## config.mk

```make
export PLATFORM = sky130hd
export DESIGN_NAME = loop_task_sequencer
export DESIGN_NICKNAME = d
export VERILOG_FILES = /design/src/rtl/lts_pkg.sv /design/src/rtl/lts_table.sv /design/src/rtl/lts_addr.sv /design/src/rtl/lts_decode.sv /design/src/rtl/loop_task_sequencer.sv
export SDC_FILE = /design/constraint.sdc
export NUM_CORES = 1
export LEC_CHECK = 0
export BUFFER_PORTS_ARGS = -buffer_cell sky130_fd_sc_hd__buf_2
export CAP_MARGIN = 25
export CORE_MARGIN = 2
export CORE_UTILIZATION = 60
export CTS_BUF_LIST = sky130_fd_sc_hd__clkbuf_16
export DETAILED_ROUTE_END_ITERATION = 8
export MAX_ROUTING_LAYER = met4
export PLACE_DENSITY = 0.88
export SLEW_MARGIN = 20
export SYNTH_ARGS = -nofsm -noshare
export SYNTH_HDL_FRONTEND = slang
export SYNTH_SLANG_ARGS = --single-unit
```

## constraint.sdc

```tcl
create_clock -name clk -period 4.5 [get_ports clk]
set_clock_uncertainty 0.2 [all_clocks]
set_input_delay 0.225 -clock clk [delete_from_list [all_inputs] [get_ports clk]]
set_output_delay 0.225 -clock clk [all_outputs]
set_load 0.03 [all_outputs]
```

## src/rtl/lts_pkg.sv

```systemverilog
package lts_pkg;
  typedef enum logic [1:0] {
    ST_IDLE = 2'd0,
    ST_RUN  = 2'd1,
    ST_FIN  = 2'd2
  } lts_state_t;
endpackage

```

## src/rtl/lts_table.sv

```systemverilog
module lts_table #(
  parameter int WORD_W = 5,
  parameter int ADDR_W = 6
) (
  input  logic              clk,
  input  logic              we,
  input  logic [ADDR_W-1:0] waddr,
  input  logic [WORD_W-1:0] wdata,
  input  logic [ADDR_W-1:0] raddr,
  output logic [WORD_W-1:0] rdata
);
  localparam int DEPTH = 1 << ADDR_W;

  logic [WORD_W-1:0] mem [DEPTH];

  always_ff @(posedge clk) begin
    if (we) mem[waddr] <= wdata;
  end

  // Asynchronous read: the next task is known in the completion cycle.
  assign rdata = mem[raddr];
endmodule

```

## src/rtl/lts_addr.sv

```systemverilog
module lts_addr #(
  parameter int WORD_W = 5,
  parameter int ADDR_W = WORD_W + 1
) (
  input  logic [WORD_W-1:0] cur_word,
  input  logic              from_start,
  input  logic              task_done,
  input  logic              loop_end,
  output logic [ADDR_W-1:0] raddr
);
  localparam logic [ADDR_W-1:0] START_ADDR =
    ADDR_W'((1 << (ADDR_W - 1)) | 1);

  logic is_fwd;
  logic gend;

  assign is_fwd = cur_word[WORD_W-1];
  assign gend   = task_done & loop_end & ~is_fwd;

  always_comb begin
    if (from_start) raddr = START_ADDR;
    else            raddr = {cur_word, gend};
  end
endmodule

```

## src/rtl/lts_decode.sv

```systemverilog
module lts_decode #(
  parameter int LOOP_W = 3,
  parameter int FWD_W  = 1,
  localparam int WORD_W = 1 + FWD_W + LOOP_W,
  localparam int N_LOOP = 1 << LOOP_W,
  localparam int N_FWD  = 1 << FWD_W
) (
  input  logic [WORD_W-1:0] word,
  output logic [N_LOOP-1:0] bwd_vec,
  output logic [N_FWD-1:0]  fwd_vec,
  output logic [LOOP_W-1:0] loop_num
);
  logic              is_fwd;
  logic [FWD_W-1:0]  fsel;

  assign is_fwd   = word[WORD_W-1];
  assign fsel     = word[LOOP_W +: FWD_W];
  assign loop_num = word[LOOP_W-1:0];

  for (genvar i = 0; i < N_LOOP; i++) begin : g_bwd
    assign bwd_vec[i] = ~is_fwd && (loop_num == LOOP_W'(i));
  end

  for (genvar j = 0; j < N_FWD; j++) begin : g_fwd
    assign fwd_vec[j] = is_fwd && (fsel == FWD_W'(j));
  end
endmodule

```

## src/rtl/loop_task_sequencer.sv

```systemverilog
module loop_task_sequencer #(
  parameter int LOOP_W = 3,
  parameter int FWD_W  = 1,
  localparam int WORD_W = 1 + FWD_W + LOOP_W,
  localparam int ADDR_W = WORD_W + 1,
  localparam int N_LOOP = 1 << LOOP_W,
  localparam int N_FWD  = 1 << FWD_W
) (
  input  logic              clk,
  input  logic              rst,
  input  logic              start,
  input  logic              task_done,
  input  logic              loop_end,
  input  logic              wr_en,
  input  logic [ADDR_W-1:0] wr_addr,
  input  logic [WORD_W-1:0] wr_data,
  output logic              busy,
  output logic              done,
  output logic [N_LOOP-1:0] bwd_en,
  output logic [N_FWD-1:0]  fwd_en,
  output logic [LOOP_W-1:0] loop_addr
);
  import lts_pkg::*;

  lts_state_t        state;
  logic [WORD_W-1:0] cur_word;
  logic [ADDR_W-1:0] raddr;
  logic [WORD_W-1:0] rdata;
  logic [N_LOOP-1:0] nxt_bwd;
  logic [N_FWD-1:0]  nxt_fwd;
  logic [LOOP_W-1:0] nxt_loop;
  logic              running;
  logic              at_exit;

  assign running = (state == ST_RUN);
  assign at_exit = ~cur_word[WORD_W-1] & (&cur_word[LOOP_W-1:0]);

  lts_table #(.WORD_W(WORD_W), .ADDR_W(ADDR_W)) u_table (
    .clk   (clk),
    .we    (wr_en & ~running),
    .waddr (wr_addr),
    .wdata (wr_data),
    .raddr (raddr),
    .rdata (rdata)
  );

  lts_addr #(.WORD_W(WORD_W), .ADDR_W(ADDR_W)) u_addr (
    .cur_word   (cur_word),
    .from_start (~running),
    .task_done  (task_done),
    .loop_end   (loop_end),
    .raddr      (raddr)
  );

  lts_decode #(.LOOP_W(LOOP_W), .FWD_W(FWD_W)) u_dec (
    .word     (rdata),
    .bwd_vec  (nxt_bwd),
    .fwd_vec  (nxt_fwd),
    .loop_num (nxt_loop)
  );

  always_ff @(posedge clk) begin
    if (rst) begin
      state     <= ST_IDLE;
      cur_word  <= '0;
      bwd_en    <= '0;
      fwd_en    <= '0;
      loop_addr <= '0;
    end else begin
      case (state)
        ST_RUN: begin
          if (task_done) begin
            if (at_exit) begin
              state     <= ST_FIN;
              bwd_en    <= '0;
              fwd_en    <= '0;
              loop_addr <= '0;
            end else begin
              cur_word  <= rdata;
              bwd_en    <= nxt_bwd;
              fwd_en    <= nxt_fwd;
              loop_addr <= nxt_loop;
            end
          end
        end
        default: begin
          if (start) begin
            state     <= ST_RUN;
            cur_word  <= rdata;
            bwd_en    <= nxt_bwd;
            fwd_en    <= nxt_fwd;
            loop_addr <= nxt_loop;
          end
        end
      endcase
    end
  end

  assign busy = running;
  assign done = (state == ST_FIN);
endmodule

```

==> impl_metrics.py <==
metrics = {
    "status": {
        "status": "complete, no violations",
    },
    "power_and_ir_drop": {
        "power_w": 0.00672,
        "p_leak_nw": 5.13,
        "p_per_area_mw_per_mm2": 435,
        "p_switching_w": 0.00160,
        "p_clk_share_pct": 39.4,
        "p_comb_share_pct": 8.7,
        "seq_power_share_pct": 51.9,
        "switching_share_pct": 23.7,
        "ir_drop_uv": 307,
        "p_int_w": 0.00513,
    },
    "route": {
        "drc_errors": 0,
        "vias": 9244,
        "drtIter0Drc": 1613,
        "routedWlPerCell_um": 27.6,
        "via_per_inst": 7.06,
        "ant_nets": 0,
        "drt-pass1-iter-count": 8,
        "drt_wl_total_um": 36200,
    },
    "global_route": {
        "grt_max_degree": 75,
        "antenna_found_initial": 0,
        "grt_pass1_vias": 8868,
        "grt_pass1_wl_um": 54500,
        "track_usage_pct": 31.4,
        "grt.overflow.total": 0,
    },
    "critical_path": {
        "cpPeakStageDelay_ns": 0.58,
        "critPathBufInv": 1,
        "cp.required_ns": 4.73,
        "critPathKind": "flop to flop",
        "arrival_ns": 3.91,
        "ff2ff_path_depth": 9,
        "crit_chain": "and3b_2 > nor2_2 > buf_4 > mux2_2 > o21ai_0 > a211oi_1 > or4_4 > nand2b_4 > o31ai_2",
        "critPathTopFamily": "simple AND/OR/NAND/NOR gates",
        "cp.depth": 9,
        "endpoint_kind": "flop",
        "cp_max_fo": 12,
        "cp-start-kind": "flop",
        "crit_path_top_delay_cell": "dfxtp_1",
    },
    "finish": {
        "fin_area_mm2": 0.0155,
        "num-fill-cells": 1412,
        "drive_gt1_share_pct": 15.5,
        "synthToLayoutAreaGrowth_pct": 11.1,
        "final_nets": 1017,
        "insertedDiodeCount": 0,
        "final_util_pct": 68.1,
    },
    "clock_tree": {
        "clkSlewWorstSetupHoldPaths_ns": 0.06,
        "post_cts_resized": 0,
        "clock_latency_ns": 0.53,
        "tritoncts": "done",
        "cts_root_buf": "clkbuf_16",
        "clock_path_buffers": 3,
        "htree_levels": 2,
        "clock-sinks": 339,
        "cts_buffers": 35,
    },
    "placed_design": {
        "place_congestion": 0.936,
        "hpwl_um": 21700,
        "post_dp_cell_area_mm2": 0.0144,
        "numPortBuffers": 31,
    },
    "job": {
        "maxCapViolCount": 0,
    },
    "synthesis": {
        "synth_area_per_cell_um2": 14.4,
        "synthSimpleGateAreaFrac_pct": 11.5,
        "synth_xor_area_share_pct": 0,
        "synthFlopType": "edfxtp_1",
        "synth-edff-count": 319,
        "synth-async-reset-ratio_pct": 0,
        "syn-instance-count": 965,
        "yosys.area.top_type_share_pct": 68.9,
        "synth.most_common_cell": "edfxtp_1",
        "muxShareOfSynthArea_pct": 6.15,
        "synth_compound_area_share_pct": 8.19,
        "ys_ff_latch": 339,
        "synth_top_family_by_area": "simple AND/OR/NAND/NOR gates",
        "yosysTopAreaCell": "edfxtp_1",
        "ys_top_cells_by_area": "edfxtp_1 69%, mux4_2 4.5%, nand2_1 3.7%, dfxtp_1 2.9%, nor2_1 2.1%",
        "ys_warn_count": 0,
        "syn_nets": 982,
        "syn_area_mm2": 0.0139,
        "ys_seq_area_share_pct": 71.7,
        "synth_fa_ha_area_share_pct": 0,
        "yosys-top-cells-count": "319 x edfxtp_1, 137 x nand2_1, 76 x nor2_1, 50 x a21oi_1, 45 x nand3_1",
        "yosysUniqueCellTypes": 74,
    },
    "floorplanning": {
        "die_h_um": 156,
        "core_mm2": 0.0227,
        "start_util_pct": 61.3,
        "io_pins": 32,
        "rows": 55,
        "die_area_mm2": 0.0244,
        "die_x_um": 156,
    },
    "sta": {
        "worst_hold_slack_ns": 0.0176,
        "setup_viol": 0,
        "slew_headroom_pct": 39.0,
        "rsz0062_at_grt": "false",
        "setup_tns_ns": 0,
        "fin_crit_sh_pct": 81.9,
        "finalMaxSlewViolations": 0,
        "hold_viol": 0,
        "period_minus_slack_ns": 3.68,
        "tightest_slew_ns": 0.915,
        "timing.fmax_ghz": 0.271,
    },
    "min_path": {
        "hold_depth": 1,
        "hp-class": "input port to flop",
    },
}
[path summary, 6_finish.rpt]
kind | startpoint | to | slack, ns
max | cur_word[4] | bwd_en[3] | 0.82
min | wr_data[2] | u_table.mem[6][2] | 0.02
min reg2reg | bwd_en[2] | bwd_en[2] | 0.26
max reg2reg | cur_word[4] | bwd_en[3] | 0.82
[layout make-up]
class,instances,area (um2),share of cell area (%)
timing repair buffer,61,468,3.03
inverter,7,26.3,0.170
tap,285,357,2.31
multi-input combinational,556,3590,23.2
clock buffer,35,876,5.67
sequential,339,9980,64.6
clock inverter,27,155,1.00
[kinds of logic (layout without fill, tap and decap cells)]
logic type,Yosys count,in the layout
DFF,339,339
and+or+nand+nor,338,338
AOI/OAI and AO/OA,169,169
buffers and inverters,70,130
muxes,49,49
[metal layers]
metal	up-vias	GRT usage (%)	wire length, um
li1	3778	-	-
met1	4447	41.1	12300
met2	841	47.0	16700
met3	178	8.31	5230
met4	0	13.6	1940
met5	-	-	0
[power groups by stage]
stage / clock [W] / sequential, W / combinational [W]
final: 0.00265 / 0.00349 / 0.000588
after global routing: 0.00276 / 0.00349 / 0.000616
after CTS: 0.00265 / 0.00349 / 0.000566
after detailed placement: 0 / 0.00355 / 0.000556
after global placement: 0 / 0.00355 / 0.000530
after floorplan: 0 / 0.00356 / 0.000337
[state kept, by name, indices dropped and copies added, names as in the netlist]
register / cells
cur_word: 5
state: 2
bwd_en: 8
u_table.mem: 319
loop_addr: 3
fwd_en: 2
[cells in the final DEF (no fill, tap or decap), drive strengths merged, types with 12 or more instances in the layout]
cell type / Yosys / final
edfxtp: 319 / 319
nand2: 138 / 138
nor2: 77 / 77
buf: 39 / 56
a21oi: 50 / 50
nand3: 45 / 45
clkbuf: 24 / 35
mux4: 28 / 28
o21ai: 24 / 24
dfxtp: 20 / 20
inv: 7 / 19
o211ai: 15 / 15
clkinv: 0 / 14
nand2b: 13 / 13
a31oi: 12 / 12
nor3: 12 / 12
a211oi: 12 / 12
nand3b: 12 / 12
mux2: 12 / 12
[per-stage QoR]
stage / setup WS (ns) / cells
2_1_floorplan: 1.75 / 965
3_3_place_gp: 1.05 / 1239
3_5_place_dp: 0.954 / 1242
4_1_cts: 0.912 / 1309
5_1_grt: 0.697 / 1310
6_report: 0.817 / 1310
[repair_timing]
action                                  4_1_cts  5_1_grt
endpoints found under the setup margin        0        0
endpoints found under the hold margin        11        0
buffers inserted                              0        0
hold buffers                                  5        0
No activity file was read; power rests on OpenSTA's default activity.
